### src/rtl/spiw_pkg.sv
package spiw_pkg;
    localparam int REG_W  = 16;
    localparam int ADDR_W = 3;
    localparam int DIV_W  = 7;

    localparam logic [ADDR_W-1:0] OFS_DATA = 3'h0;
    localparam logic [ADDR_W-1:0] OFS_CTL  = 3'h2;
    localparam logic [ADDR_W-1:0] OFS_STAT = 3'h4;

    localparam int B_EN     = 0;
    localparam int B_WIDE   = 2;
    localparam int B_IE_RX  = 5;
    localparam int B_IE_TX  = 6;
    localparam int B_CPOL   = 7;
    localparam int B_CPHA   = 8;
    localparam int B_DIV_LO = 9;

    localparam logic [REG_W-1:0] CTL_MASK = 16'hFFE5;

    typedef struct packed {
        logic [DIV_W-1:0] div;
        logic             cpha;
        logic             cpol;
        logic             ie_tx;
        logic             ie_rx;
        logic             wide;
        logic             en;
    } ctl_t;

    function automatic ctl_t ctl_decode(input logic [REG_W-1:0] r);
        ctl_t c;
        c.div   = r[B_DIV_LO +: DIV_W];
        c.cpha  = r[B_CPHA];
        c.cpol  = r[B_CPOL];
        c.ie_tx = r[B_IE_TX];
        c.ie_rx = r[B_IE_RX];
        c.wide  = r[B_WIDE];
        c.en    = r[B_EN];
        return c;
    endfunction
endpackage

### src/rtl/spiw_clkdiv.sv
module spiw_clkdiv #(
    parameter int DIV_W = 7
) (
    input  logic             clk,
    input  logic             rst_n,
    input  logic             run,
    input  logic [DIV_W-1:0] half_div,
    output logic             tick
);
    typedef struct packed {
        logic [DIV_W-1:0] cnt;
    } st_t;

    st_t q, d;

    always_comb begin
        d = q;
        if (!run)
            d.cnt = '0;
        else if (q.cnt == half_div)
            d.cnt = '0;
        else
            d.cnt = q.cnt + DIV_W'(1);
    end

    assign tick = run && (q.cnt == half_div);

    always_ff @(posedge clk or negedge rst_n) begin
        if (!rst_n) q <= '0;
        else        q <= d;
    end


    cnt_range_chk: assert property (@(posedge clk) disable iff (!rst_n)
        run |-> (q.cnt <= half_div));
endmodule

### src/rtl/spiw_shifter.sv
module spiw_shifter #(
    parameter int WORD_W = 16,
    parameter int DIV_W  = 7
) (
    input  logic              clk,
    input  logic              rst_n,
    input  logic              enable,
    input  logic              start,
    input  logic              wide_in,
    input  logic              cpol_in,
    input  logic              cpha_in,
    input  logic [DIV_W-1:0]  div_in,
    input  logic [WORD_W-1:0] word_in,
    input  logic              miso,
    input  logic              tick,
    output logic              busy,
    output logic              sck,
    output logic              mosi,
    output logic              done,
    output logic [DIV_W-1:0]  div_act,
    output logic [WORD_W-1:0] rx_word
);
    localparam int HALF_W = WORD_W / 2;
    localparam int EDGE_W = $clog2(2 * WORD_W);
    localparam logic [EDGE_W-1:0] LAST_WIDE   = EDGE_W'(2 * WORD_W - 1);
    localparam logic [EDGE_W-1:0] LAST_NARROW = EDGE_W'(WORD_W - 1);

    typedef struct packed {
        logic              busy;
        logic              sck;
        logic              cpol;
        logic              cpha;
        logic              wide;
        logic [DIV_W-1:0]  div;
        logic [EDGE_W-1:0] edge_n;
        logic [WORD_W-1:0] tx;
        logic [WORD_W-1:0] rx;
    } st_t;

    st_t  q, d;
    logic lead, do_sample, do_shift, last_edge;

    always_comb begin
        d         = q;
        done      = 1'b0;
        lead      = ~q.edge_n[0];
        do_sample = lead ^ q.cpha;
        do_shift  = q.cpha ? (lead && (q.edge_n != '0)) : !lead;
        last_edge = q.edge_n == (q.wide ? LAST_WIDE : LAST_NARROW);
        if (!enable) begin
            d.busy = 1'b0;
            d.sck  = cpol_in;
        end else if (!q.busy) begin
            d.sck = cpol_in;
            if (start) begin
                d.busy   = 1'b1;
                d.edge_n = '0;
                d.cpol   = cpol_in;
                d.cpha   = cpha_in;
                d.wide   = wide_in;
                d.div    = div_in;
                d.rx     = '0;
                d.tx     = wide_in ? word_in
                                   : {word_in[HALF_W-1:0], {HALF_W{1'b0}}};
            end
        end else if (tick) begin
            d.sck    = ~q.sck;
            d.edge_n = q.edge_n + EDGE_W'(1);
            if (do_sample)
                d.rx = {q.rx[WORD_W-2:0], miso};
            if (do_shift)
                d.tx = {q.tx[WORD_W-2:0], 1'b0};
            if (last_edge) begin
                d.busy = 1'b0;
                done   = 1'b1;
            end
        end
    end

    assign busy    = q.busy;
    assign sck     = q.sck;
    assign mosi    = q.tx[WORD_W-1];
    assign div_act = q.div;
    assign rx_word = q.wide ? d.rx : {{HALF_W{1'b0}}, d.rx[HALF_W-1:0]};

    always_ff @(posedge clk or negedge rst_n) begin
        if (!rst_n) q <= '0;
        else        q <= d;
    end


    abort_idle_chk: assert property (@(posedge clk) disable iff (!rst_n)
        !enable |=> !busy);


    sck_on_tick_chk: assert property (@(posedge clk) disable iff (!rst_n)
        (q.busy && enable && !tick) |=> $stable(q.sck));


    latch_hold_chk: assert property (@(posedge clk) disable iff (!rst_n)
        (q.busy && $past(q.busy)) |->
            ($stable(q.div) && $stable(q.cpha) && $stable(q.cpol) && $stable(q.wide)));


    idle_level_chk: assert property (@(posedge clk) disable iff (!rst_n)
        (!q.busy && !$past(q.busy) && $stable(cpol_in)) |-> (q.sck == cpol_in));
endmodule

### src/rtl/spiw_regs.sv
module spiw_regs
    import spiw_pkg::*;
#(
    parameter int WORD_W = 16,
    parameter int DIV_W  = 7
) (
    input  logic              clk,
    input  logic              rst_n,
    input  logic              bus_wr,
    input  logic              bus_rd,
    input  logic              bus_byte,
    input  logic [ADDR_W-1:0] bus_addr,
    input  logic [WORD_W-1:0] bus_wdata,
    input  logic              eng_busy,
    input  logic              eng_done,
    input  logic [WORD_W-1:0] eng_rx,
    output logic [WORD_W-1:0] bus_rdata,
    output ctl_t              ctl,
    output logic              start,
    output logic [WORD_W-1:0] tx_word,
    output logic              irq
);
    localparam int HALF_W = WORD_W / 2;

    typedef struct packed {
        logic [WORD_W-1:0] ctl;
        logic [WORD_W-1:0] rx;
        logic              full;
    } st_t;

    st_t  q, d;
    logic hit_data, hit_ctl;

    assign ctl      = ctl_decode(q.ctl);
    assign hit_data = bus_addr == OFS_DATA;
    assign hit_ctl  = bus_addr == OFS_CTL;

    always_comb begin
        d = q;
        if (bus_wr && hit_ctl)
            d.ctl = bus_wdata & CTL_MASK;
        if (eng_done) begin
            d.rx   = eng_rx;
            d.full = 1'b1;
        end else if (bus_rd && hit_data && !bus_byte) begin
            d.full = 1'b0;
        end
    end

    always_comb begin
        case (bus_addr)
            OFS_DATA: bus_rdata = bus_byte ? {{HALF_W{1'b0}}, q.rx[HALF_W-1:0]} : q.rx;
            OFS_CTL:  bus_rdata = q.ctl;
            OFS_STAT: bus_rdata = WORD_W'({q.full, eng_busy});
            default:  bus_rdata = '0;
        endcase
    end

    assign start   = bus_wr && hit_data && ctl.en && !eng_busy;
    assign tx_word = bus_byte ? {{HALF_W{1'b0}}, bus_wdata[HALF_W-1:0]} : bus_wdata;
    assign irq     = (q.full && ctl.ie_rx) || (!eng_busy && ctl.en && ctl.ie_tx);

    always_ff @(posedge clk or negedge rst_n) begin
        if (!rst_n) q <= '0;
        else        q <= d;
    end


    full_set_chk: assert property (@(posedge clk) disable iff (!rst_n)
        eng_done |=> q.full);


    full_source_chk: assert property (@(posedge clk) disable iff (!rst_n)
        $rose(q.full) |-> $past(eng_done));
endmodule

### src/rtl/spi_word_master.sv
module spi_word_master
    import spiw_pkg::*;
#(
    parameter int WORD_W = spiw_pkg::REG_W,
    parameter int DIV_W  = spiw_pkg::DIV_W
) (
    input  logic              clk,
    input  logic              rst_n,
    input  logic              bus_wr,
    input  logic              bus_rd,
    input  logic              bus_byte,
    input  logic [2:0]        bus_addr,
    input  logic [WORD_W-1:0] bus_wdata,
    output logic [WORD_W-1:0] bus_rdata,
    output logic              sck,
    output logic              mosi,
    input  logic              miso,
    output logic              irq
);
    ctl_t              ctl;
    logic              start, busy, done, tick;
    logic [WORD_W-1:0] tx_word, rx_word;
    logic [DIV_W-1:0]  div_act;

    spiw_regs #(.WORD_W(WORD_W), .DIV_W(DIV_W)) u_regs (
        .clk       (clk),
        .rst_n     (rst_n),
        .bus_wr    (bus_wr),
        .bus_rd    (bus_rd),
        .bus_byte  (bus_byte),
        .bus_addr  (bus_addr),
        .bus_wdata (bus_wdata),
        .eng_busy  (busy),
        .eng_done  (done),
        .eng_rx    (rx_word),
        .bus_rdata (bus_rdata),
        .ctl       (ctl),
        .start     (start),
        .tx_word   (tx_word),
        .irq       (irq)
    );

    spiw_clkdiv #(.DIV_W(DIV_W)) u_div (
        .clk      (clk),
        .rst_n    (rst_n),
        .run      (busy),
        .half_div (div_act),
        .tick     (tick)
    );

    spiw_shifter #(.WORD_W(WORD_W), .DIV_W(DIV_W)) u_shift (
        .clk     (clk),
        .rst_n   (rst_n),
        .enable  (ctl.en),
        .start   (start),
        .wide_in (ctl.wide),
        .cpol_in (ctl.cpol),
        .cpha_in (ctl.cpha),
        .div_in  (ctl.div),
        .word_in (tx_word),
        .miso    (miso),
        .tick    (tick),
        .busy    (busy),
        .sck     (sck),
        .mosi    (mosi),
        .done    (done),
        .div_act (div_act),
        .rx_word (rx_word)
    );
endmodule

### config.mk
export PLATFORM = sky130hd
export DESIGN_NAME = spi_word_master
export DESIGN_NICKNAME = d
export VERILOG_FILES = /design/src/rtl/spiw_pkg.sv /design/src/rtl/spiw_clkdiv.sv /design/src/rtl/spiw_shifter.sv /design/src/rtl/spiw_regs.sv /design/src/rtl/spi_word_master.sv
export SDC_FILE = /design/constraint.sdc
export NUM_CORES = 1
export LEC_CHECK = 0
export BUFFER_PORTS_ARGS = -buffer_cell sky130_fd_sc_hd__buf_2
export CAP_MARGIN = 15
export CORE_MARGIN = 3
export CORE_UTILIZATION = 54
export CTS_CLUSTER_DIAMETER = 100
export CTS_CLUSTER_SIZE = 30
export DETAILED_ROUTE_END_ITERATION = 7
export GPL_ROUTABILITY_DRIVEN = 0
export PLACE_DENSITY = 0.82
export SLEW_MARGIN = 20
export SYNTH_ARGS = -nofsm -noshare
export SYNTH_HDL_FRONTEND = slang
export SYNTH_HIERARCHICAL = 1
export SYNTH_SLANG_ARGS = --single-unit
### constraint.sdc
create_clock -name clk -period 3.15 [get_ports clk]
set_clock_uncertainty 0.15 [all_clocks]
set_input_delay 0 -clock clk [delete_from_list [all_inputs] [get_ports clk]]
set_output_delay 0 -clock clk [all_outputs]
set_load 0.01 [all_outputs]
# Word level (Yosys, flattened, before mapping)
# Index checks and enable logic that the tools add are counted.
# totals
reg_bits,85
out_inout_bits,19
# op_classes
muxes,26
reduce_logical,21
bitwise_logic,4
eq_ne,7
add_sub_neg,2
# ops
op,count
two-way mux 16 bit,7
two-way mux 37 bit,3
case mux 16 bit (3 select lines),1
two-way mux 7 bit,2
logical AND 1 bit,11
two-way mux 1 bit,9
"adder 7 x 1 -> 7 bit, second input constant",1
equality test 7 bit,1
two-way mux 2 bit,3
AND reduction 3 bit,2
"adder 5 x 1 -> 5 bit, second input constant",1
equality test 5 bit,1
two-way mux 5 bit,1
nonzero test 5 bit,1
"!= test 2 bit, second input constant",2
AND reduction 4 bit,1
nonzero test 2 bit,2
"equality test 3 x 2 -> 1 bit, second input constant",1
"equality test 3 bit, second input constant",1
zero test 3 bit,1
"!= test 3 bit, second input constant",1
inverter 1 bit,3
zero test 1 bit,2
logical OR 1 bit,1
XOR 1 bit,1

# Depth between registers and ports, before layout
# Gate-level depths: netlist (run 1).
# depth
word_depth,8
ltp_mapped,11
mapped_depth_nobuf,8

# Modules after synthesis
# The synthesis (run 1) kept the hierarchy.
# modules_own_cells
mod,n_inst,seq_area_each_um2,cells_each,area_per_inst_um2
spiw_shifter,1,1201.2,253,2534.9
spiw_regs,1,750.7,136,1646.6
spiw_clkdiv,1,175.2,43,464.2

# Least setup slack after synthesis (run 1)
# No wires, ideal clock.
# synth_path
kind,register to register
startpoint,"register u_shift.q, in the netlist u_shift/div_act[6]"
endpoint,register u_regs/q[10] in the netlist's numbering
arrival_time_ps,2758
setup_time_ps,125
path_stages_with_launch,12
n_path_buf,4
slack_ps,117
cell_sequence,dfrtp_1 buf_4 xor2_1 nor4_4 and3_1 and2_1 clkbuf_1 nand2_1 nor3_1 buf_2 buf_2 mux2_2
# synth_via
elab_cells_between_ends,9
classes_between,eq/ne (1); mux (7); reduce/logical (1)
# synth_lines
element,line_no,rtl
start: declaration,spiw_shifter.sv:40,"st_t q, d;"
start signal: assignment,spiw_shifter.sv:87,if (!rst_n) q <= '0;
start signal: assignment,spiw_shifter.sv:88,else q <= d;
equality test 7 bit,spiw_clkdiv.sv:26,assign tick = run && (q.cnt == half_div);
logical AND 1 bit,spiw_clkdiv.sv:26,
via tick,spi_word_master.sv:21,"logic start, busy, done, tick;"
two-way mux 1 bit,spiw_shifter.sv:66,end else if (tick) begin
two-way mux 1 bit,spiw_shifter.sv:53,end else if (!q.busy) begin
two-way mux 1 bit,spiw_shifter.sv:50,if (!enable) begin
via done,spi_word_master.sv:21,
end signal: assignment,spiw_regs.sv:64,if (!rst_n) q <= '0;
end signal: assignment,spiw_regs.sv:65,else q <= d;
end: declaration,spiw_regs.sv:31,"st_t q, d;"
# The timed path passes the listed nets, and every way through them passes these cells. The select of a mux whose other input is x is not followed.
# A chain may end at the register's enable or synchronous reset.

# Worst setup path after layout (run 1)
# layout_path
startpoint,register u_div/q[4] in the netlist's numbering
endpoint,register u_shift/q[27] in the netlist's numbering
# layout_via
elab_chain_cells,4
# layout_rtl
element,line_no,rtl
start: declaration,spiw_clkdiv.sv:14,"st_t q, d;"
start signal: assignment,spiw_clkdiv.sv:29,if (!rst_n) q <= '0;
start signal: assignment,spiw_clkdiv.sv:30,else q <= d;
equality test 7 bit,spiw_clkdiv.sv:26,
logical AND 1 bit,spiw_clkdiv.sv:26,
via tick,spi_word_master.sv:21,
!= test 2 bit (no source line),-,
AND reduction 4 bit (no source line),-,
# The timed path passes the listed nets, and every way through them passes these cells.

==> results.ini, run 1 <==
[worst_setup_path]
slowest_delay_ps = 450
start_kind = flip-flop
arrival_ps = 2830
worstSetupEndpointType = flip-flop
crit_family = simple AND/OR/NAND/NOR gates
cp_max_fo = 16
worst_path_max_delay_cell = dfrtp_1
crit_chain = xor2_1 -> nor4_4 -> and3_1 -> nand2_1 -> a21oi_1 -> o21ai_4 -> mux2_4
crit_type = reg -> reg
critPathRequiredTime_ps = 3240
critPathBufInv = 0

[clock_network]
cts_setup_buffers = 0
htreeDepth = 3
cts_made_buffers = 9
insertion_delay_ps = 360
cts_tree = built
clock_tree.root_cell = clkbuf_8
clkSinkCount = 85
cts_resized = 0
clk_path_buf_depth = 2
clk_pin_slew_ps = 90

[power_and_ir_drop]
ir_worst_vdd_v = 0.0002959
p_sw_uw = 777.8
power.total_mw = 2.586
switching_share_pct = 30.08
pwr-share-clk_pct = 31.5
combPwrFrac_pct = 17.5
seq_power_share_pct = 51.0
p_int_mw = 1.808
power_leakage_nw = 2.540
p_per_area_mw_per_mm2 = 508.1

[timing]
grt_setup_unrepaired = false
hold_viol = 0
finalMaxSlewViolations = 0
worst_pin_slew_ps = 763.3
period_share_pct = 86.78
fmax_ghz = 0.3658
finalSetupTns_ps = 0
fin_crit_ps = 2734
slew-limit-headroom_pct = 49.11
finalSetupViolations = 0
finalWorstSetupSlack_ps = 416.5
timing.hold.ws_ps = 98.46

[finish]
final_nets = 487
area_growth_pct = 9.916
fin_util_pct = 61.64
post_route_cells_drive_above_1_share_pct = 28.23
n_antenna_cell = 0

[placement]
place_hpwl_um = 7198
place_ws_ps = 431.5
io_buffers = 43

[synth]
ys_warn_count = 6
synth_area_per_cell_um2 = 10.77
netlist_instances = 430
synth_area_mm2 = 0.004631
syn_nets = 458

[floorplan]
die_h_um = 98.61
die-area_mm2 = 0.009723
start_util_pct = 56.08
num_io_pins = 44
dieWidth_um = 98.61
coreArea_mm2 = 0.008258
num_rows = 33

[hold_path]
hp-class = in -> reg

[route]
vias_per_cell = 5.819
dr.first_iter.drc_count = 228
firstDrtPassIters = 5
wirelength_um = 10710
wl_per_cell_um = 18.82
ant_nets = 0
route.vias.total = 3311
drcViolationCount = 0

[global_route]
track_usage_pct = 22.89
grt_max_degree = 86
grt_pass1_vias = 3432
grt-ovfl-total = 0
grt_pass1_wl_um = 17640
antenna_found_initial = 0

[status]
status = finished clean

[run]
cap_viol_max_count = 0

-- power groups by stage --
stage / logic [mW] / clock network, mW / registers (mW)
global route: 0.499 / 0.867 / 1.33
detailed placement: 0.426 / 0 / 1.33
global placement: 0.412 / 0 / 1.32
floorplan: 0.394 / 0 / 1.26
CTS: 0.447 / 0.823 / 1.31
finish: 0.454 / 0.815 / 1.32
-- registers in the layout, indices dropped and copies added, names as in the netlist --
signal           flops
u_shift/busy         1
u_shift/mosi         1
u_regs/ctl          13
u_shift/div_act      7
u_shift/q           38
u_shift/sck          1
u_regs/q            17
u_div/q              7
-- tightest hold or removal path, delay by kind of cell --
kind	cells	cell delay, ps
and+or+nand+nor	2	260
buffers and inverters	1	110
muxes	1	210
-- cell type report --
class | count | area (um^2)
flip-flops and latches | 85 | 2127
repair buffers | 73 | 496.7
inverters | 5 | 18.77
well taps | 105 | 131.4
clock buffers | 12 | 155.1
clock inverters | 4 | 55.05
fillers | 641 | 3168
multi-input cells | 285 | 2106
-- layer usage --
layer | track usage (%) | part of all wire [%] | wire (um)
met1 | 29.86 | 43 | 4612
met2 | 38.33 | 50 | 5332
met5 | 0 | 0 | 0
met3 | 5.662 | 5.2 | 552
met4 | 6.092 | 2.0 | 213
-- worst paths after layout --
| kind | from | endpoint | slack [ps] | cells after the start |
|---|---|---|---|---|
| setup / recovery | u_div/q[4]$_DFF_PN0_ | u_shift/q[27]$_DFFE_PN0P_ | 420 | 7 |
| min in group asynchronous | rst_n | u_shift/q[26]$_DFFE_PN0P_ | 110 | 2 |
| hold / removal | bus_wr | u_regs/ctl[2]$_DFFE_PN0P_ | 100 | 4 |
| max in group asynchronous | rst_n | u_regs/q[10]$_DFFE_PN0P_ | 2220 | 2 |
| hold reg to reg | u_regs/q[4]$_DFFE_PN0P_ | u_regs/q[4]$_DFFE_PN0P_ | 350 | 1 |
| setup reg to reg | u_div/q[4]$_DFF_PN0_ | u_shift/q[27]$_DFFE_PN0P_ | 420 | 7 |
-- through the flow --
step           cell area, um^2  instances
5_1_grt                   5090        569
4_1_cts                   5086        569
2_1_floorplan             4631        430
3_3_place_gp              4676        533
3_5_place_dp              4676        533
6_report                  5090        569
-- cells in the final DEF, fill, tap and decap left out, drive strengths merged, types with 2 or more instances in the layout --
cell type and instances:
dfrtp 85, nand2 59, buf 53, mux2 45, o21ai 25, dlygate4sd3 20
nor2 18, a22o 14, mux2i 13, and3 13, clkbuf 12, xor2 12
and2 11, a31o 10, nor2b 10, a22oi 8, nand3 6, a21oi 6
a211oi 6, inv 6, nor3 6, a21o 3, xnor2 3, ha 3
o2111ai 2, nand2b 2, nand3b 2
-- timing repair --
action | CTS | global route
setup endpoints to repair | 0 | 0
hold buffers | 20 | 0
endpoints found under the hold margin | 112 | 0
No activity file was read; power rests on OpenSTA's default activity.
==> run 2: changes to the inputs <==
--- a/config.mk
+++ b/config.mk
@@ -7,8 +7,10 @@
 export LEC_CHECK = 0
 export BUFFER_PORTS_ARGS = -buffer_cell sky130_fd_sc_hd__buf_2
 export CAP_MARGIN = 15
+export CELL_PAD_IN_SITES_DETAIL_PLACEMENT = 0
+export CELL_PAD_IN_SITES_GLOBAL_PLACEMENT = 1
 export CORE_MARGIN = 3
-export CORE_UTILIZATION = 54
+export CORE_UTILIZATION = 43
 export CTS_CLUSTER_DIAMETER = 100
 export CTS_CLUSTER_SIZE = 30
 export DETAILED_ROUTE_END_ITERATION = 7
==> run 2 against run 1 <==
Against the previous run:
- clock power fell by 1%
- sequential cell count unchanged
- non-clock buffer count increased by 3
- worst setup slack improved by 72 ps
- sequential power hardly changed
- power down 0.34%
- utilization down 12 points
- design area increased by 1.0%
- critical path depth shrank 1
- critical path type unchanged
- critical endpoint is now u_shift/q[16]$_DFFE_PN0P_
==> results.ini, run 2 (same netlist as run 1, synthesis figures left out) <==
[status]
status = finished clean

[clock_network]
clock_tree.root_cell = clkbuf_8
clk_pin_slew_ps = 100
cts_tree = built
cts_made_buffers = 9
insertion_delay_ps = 370
htreeDepth = 3
cts_setup_buffers = 0
clkSinkCount = 85
clk_path_buf_depth = 2

[route]
dr.first_iter.drc_count = 206
wirelength_um = 10470
ant_nets = 0
vias_per_cell = 5.371
wl_per_cell_um = 17.36
route.vias.total = 3239
firstDrtPassIters = 4
drcViolationCount = 0

[power_and_ir_drop]
p_per_area_mw_per_mm2 = 501.2
power_leakage_nw = 2.557
power.total_mw = 2.577
ir_worst_vdd_v = 0.0002636

[floorplan]
coreArea_mm2 = 0.01042
num_io_pins = 44
num_rows = 37
die_h_um = 109.8
start_util_pct = 44.46
die-area_mm2 = 0.01205
dieWidth_um = 109.8

[worst_setup_path]
slowest_delay_ps = 550
crit_chain = inv_1 -> ha_1 -> or4b_1 -> and3_4 -> o21ai_4 -> mux2_2
worstSetupEndpointType = flip-flop
crit_type = reg -> reg
arrival_ps = 2770
cp_max_fo = 16
start_kind = flip-flop
worst_path_max_delay_cell = o21ai_4
critPathRequiredTime_ps = 3250

[timing]
finalSetupViolations = 0
finalMaxSlewViolations = 0
finalSetupTns_ps = 0
slew-limit-headroom_pct = 55.17
fin_crit_ps = 2662
fmax_ghz = 0.3757
grt_setup_unrepaired = false
period_share_pct = 84.50
hold_viol = 0
worst_pin_slew_ps = 669.9

[global_route]
antenna_found_initial = 0
grt_pass1_wl_um = 17130
top_usage_layer = met2
met2_usage_pct = 27.90
grt_use_met3_pct = 2.349
grt_max_degree = 42
track_usage_pct = 18.60
grt_pass1_vias = 3310
use_met1_pct = 27.08
grt-ovfl-total = 0

[finish]
n_antenna_cell = 0
area_growth_pct = 11.05
layout_commonest_cell = dfrtp_1
largest_register_ffs = 38
top_register = u_shift/q
final_nets = 490
post_route_cells_drive_above_1_share_pct = 28.91
layout_common_cells = dfrtp_1 (85), nand2_1 (59), buf_2 (42), mux2_2 (25), o21ai_0 (24)

[placement]
place_hpwl_um = 7333
io_buffers = 43

[run]
cap_viol_max_count = 0

[hold_path]
hp-class = in -> async

-- run 2: where the power goes --
part,switching (mW),internal [mW]
Clock,0.426,0.379
Combinational,0.244,0.222
Sequential,0.129,1.18
Total,0.799,1.78
-- run 2: path summary, 6_finish.rpt --
check / from / to / slack [ps] / cells past startpoint
min in group clk: bus_wr / u_regs/ctl[4]$_DFFE_PN0P_ / 80 / 4
min: rst_n / u_regs/ctl[11]$_DFFE_PN0P_ / 30 / 2
max reg2reg: u_shift/q[32]$_DFFE_PN0P_ / u_shift/q[16]$_DFFE_PN0P_ / 490 / 6
max: u_shift/q[32]$_DFFE_PN0P_ / u_shift/q[16]$_DFFE_PN0P_ / 490 / 6
min reg2reg: u_shift/div_act[6]$_DFFE_PN0P_ / u_shift/div_act[6]$_DFFE_PN0P_ / 360 / 2
max in group asynchronous: rst_n / u_shift/q[35]$_DFFE_PN0P_ / 2110 / 3
-- run 2: what timing repair did --
action	in CTS	in global routing
hold buffers	20	0
endpoints found under the hold margin	117	0
gates resized for setup	0	0
-- run 2: per-stage QoR --
| step | setup slack (ps) | std cells | utilization (%) | instance area, um^2 | hold slack [ps] |
|---|---|---|---|---|---|
| 4_1_cts | 484.2 | 603 | 49.37 | 5142 | 23.75 |
| 3_3_place_gp | 565.7 | 567 | 45.48 | 4737 | -133.6 |
| 5_1_grt | 288.0 | 603 | 49.37 | 5142 | 78.81 |
| 6_report | 488.2 | 603 | 49.37 | 5142 | 27.19 |
| 3_5_place_dp | 509.8 | 567 | 45.48 | 4737 | -128.7 |
| 2_1_floorplan | 117.4 | 430 | - | 4631 | -445.6 |
-- run 2: area by class of cell --
| class | instances | area [um^2] |
|---|---|---|
| fillers | 978 | 5274 |
| multi-input cells | 285 | 2106 |
| well taps | 136 | 170.2 |
| clock buffers | 9 | 123.9 |
| repair buffers | 76 | 515.5 |
| inverters | 5 | 18.77 |
| clock inverters | 7 | 81.33 |
| flip-flops and latches | 85 | 2127 |
-- run 2: per-layer routing --
layer	vias to the layer above	part of all wire, %
li1	1531	-
met1	1613	47
met2	79	46
met3	16	4.7
met4	0	1.8
met5	-	0
-- run 2: critical path, delay by kind of cell (launching register included) --
family          cells  cell delay [ps]
compound gates      1              550
mux                 1              410
buf+inv             1              140
flops               1              490
simple gates        2              660
fa+ha+maj           1              170
==> run 3: changes to the inputs <==
--- a/config.mk
+++ b/config.mk
@@ -10,12 +10,12 @@
 export CELL_PAD_IN_SITES_DETAIL_PLACEMENT = 0
 export CELL_PAD_IN_SITES_GLOBAL_PLACEMENT = 1
 export CORE_MARGIN = 3
-export CORE_UTILIZATION = 43
+export CORE_UTILIZATION = 47
 export CTS_CLUSTER_DIAMETER = 100
 export CTS_CLUSTER_SIZE = 30
 export DETAILED_ROUTE_END_ITERATION = 7
 export GPL_ROUTABILITY_DRIVEN = 0
-export PLACE_DENSITY = 0.82
+export PLACE_DENSITY = 0.84
 export SLEW_MARGIN = 20
 export SYNTH_ARGS = -nofsm -noshare
 export SYNTH_HDL_FRONTEND = slang
==> constraint.sdc (replaced) <==
create_clock -name clk -period 2.51 [get_ports clk]
set_clock_uncertainty 0.15 [all_clocks]
set_input_delay 0 -clock clk [delete_from_list [all_inputs] [get_ports clk]]
set_output_delay 0 -clock clk [all_outputs]
set_load 0.01 [all_outputs]
==> run 3 against run 2 <==
Against the previous run:
- register-to-register slack lost 380 ps
- sequential share of layout area shrank 1.5 points
- non-clock buffer count grew 10
- first-iteration DRC count shrank 1.5%
- sequential power grew 24%
- maximum frequency grew 11%
- design area grew 3.8%
- via count grew 1.3%
- largest power group unchanged
- clock-buffer cell count grew 1
- utilization grew 7.3 points
==> results.ini, run 3 (same netlist as run 1, synthesis figures left out) <==
[timing]
finalMaxSlewViolations = 0
finalSetupViolations = 0
fin_crit_ps = 2397
fmax_ghz = 0.4172
hold_viol = 0
period_share_pct = 95.51
grt_setup_unrepaired = false
worst_pin_slew_ps = 677.9
slew-limit-headroom_pct = 54.33

[clock_network]
insertion_delay_ps = 360
cts_resized = 0
htreeDepth = 3
clk_pin_slew_ps = 80
cts_made_buffers = 9
clk_path_buf_depth = 2
clock_tree.root_cell = clkbuf_8
cts_tree = built
clkSinkCount = 85

[worst_setup_path]
start_kind = flip-flop
worst_path_max_delay_cell = dfrtp_1
crit_type = reg -> reg
critPathBufInv = 1
arrival_ps = 2480
crit_chain = xor2_2 -> nor4_4 -> and3_4 -> and2_4 -> nand2_4 -> nor3_2 -> buf_12 -> mux2_2
crit_path_start = u_div/q[0]$_DFF_PN0_
reg2reg_to = u_regs/q[3]$_DFFE_PN0P_
crit_path_end = u_regs/q[3]$_DFFE_PN0P_
r2r_slack_ps = 110
slowest_delay_ps = 410
worstSetupEndpointType = flip-flop
cp_num_cells = 8
critPathRequiredTime_ps = 2590
r2r_cells = 8
r2r_start = u_div/q[0]$_DFF_PN0_
crit_family = simple AND/OR/NAND/NOR gates
cp_max_fo = 17

[floorplan]
die-area_mm2 = 0.01108
die_h_um = 105.3
coreArea_mm2 = 0.009415
num_rows = 35
num_io_pins = 44
dieWidth_um = 105.3
start_util_pct = 49.18

[route]
wl_per_cell_um = 17.05
wirelength_um = 10330
drcViolationCount = 0
ant_nets = 0
firstDrtPassIters = 4
route.vias.total = 3282
vias_per_cell = 5.416
dr.first_iter.drc_count = 203

[global_route]
track_usage_pct = 19.45
grt_max_degree = 48
antenna_found_initial = 0
grt_pass1_vias = 3424
grt-ovfl-total = 0
grt_pass1_wl_um = 17260

[finish]
top_register = u_shift/q
n_antenna_cell = 0
post_route_cells_drive_above_1_share_pct = 31.66
stdcell_area_mm2 = 0.005339
layout_common_cells = dfrtp_1 (85), nand2_1 (57), buf_2 (42), mux2_4 (29), o21ai_0 (23)
layout_commonest_cell = dfrtp_1
final_nets = 500
area_growth_pct = 15.29
largest_register_ffs = 38

[power_and_ir_drop]
seq_power_share_pct = 49.1
ir_worst_vdd_v = 0.0003258
power_leakage_nw = 2.646
switching_share_pct = 29.33
p_per_area_mw_per_mm2 = 622.6
p_sw_uw = 974.7
combPwrFrac_pct = 19.2
pwr-share-clk_pct = 31.7
power.total_mw = 3.324
p_int_mw = 2.349

[placement]
io_buffers = 43
place_hpwl_um = 7188
dpl-instance-area_mm2 = 0.004916

[status]
status = finished clean

[hold_path]
hp-class = in -> async

[run]
cap_viol_max_count = 0

run 3: timing repair:
action,in CTS,in global routing
hold buffers,20,0
endpoints found under the hold margin,114,0
endpoints found under the setup margin,0,3
buffers inserted,0,1
run 3: worst register-to-register path, stage by stage, from the launching register on:
cell,delay (ps)
dfrtp_1,410
xor2_2,200
nor4_4,290
and3_4,270
and2_4,170
nand2_4,60
nor3_2,180
buf_12,210
mux2_2,360
run 3: worst min-delay path by stage:
stage | startpoint | endpoint | slack [ps]
6_report | rst_n | u_regs/ctl[8]$_DFFE_PN0P_ | 10
4_1_cts | rst_n | u_shift/q[26]$_DFFE_PN0P_ | 30
3_5_place_dp | rst_n | u_regs/ctl[8]$_DFFE_PN0P_ | -130
2_1_floorplan | rst_n | u_div/q[0]$_DFF_PN0_ | -450
5_1_grt | rst_n | u_shift/q[26]$_DFFE_PN0P_ | 50
3_3_place_gp | rst_n | u_regs/ctl[6]$_DFFE_PN0P_ | -130
run 3: power by group through the flow:
stage	Clock [mW]	Combinational (mW)	Sequential [mW]
after floorplan	0	0.513	1.58
after global placement	0	0.599	1.65
after detailed placement	0	0.608	1.65
after CTS	1.07	0.637	1.63
after global routing	1.13	0.699	1.64
final	1.06	0.638	1.63
run 3: area by class of cell:
class	count	area, um^2
Sequential cell	85	2127
Timing Repair Buffer	86	640.6
Clock buffer	10	127.6
Tap cell	129	161.4
Clock inverter	6	87.58
Fill cell	805	4076
Multi-Input combinational cell	285	2176
Inverter	5	18.77
run 3: per-layer routing:
layer	track usage, %	share of wire [%]
met2	31.10	46
met1	27.45	47
met3	3.184	5.1
met4	5.342	1.3
met5	0	0
run 3: through the flow:
step                      setup slack [ps]  hold WS [ps]  cells  util, %  TNS (ps)
after floorplan                     -128.9        -445.6    430        -     -1370
after global placement               158.9        -131.5    569    52.21         0
after detailed placement             112.4        -131.9    569    52.21         0
after CTS                            94.19         25.99    605    56.62         0
after global routing                 2.735         51.08    606    56.70         0
final                                112.8         11.42    606    56.70         0
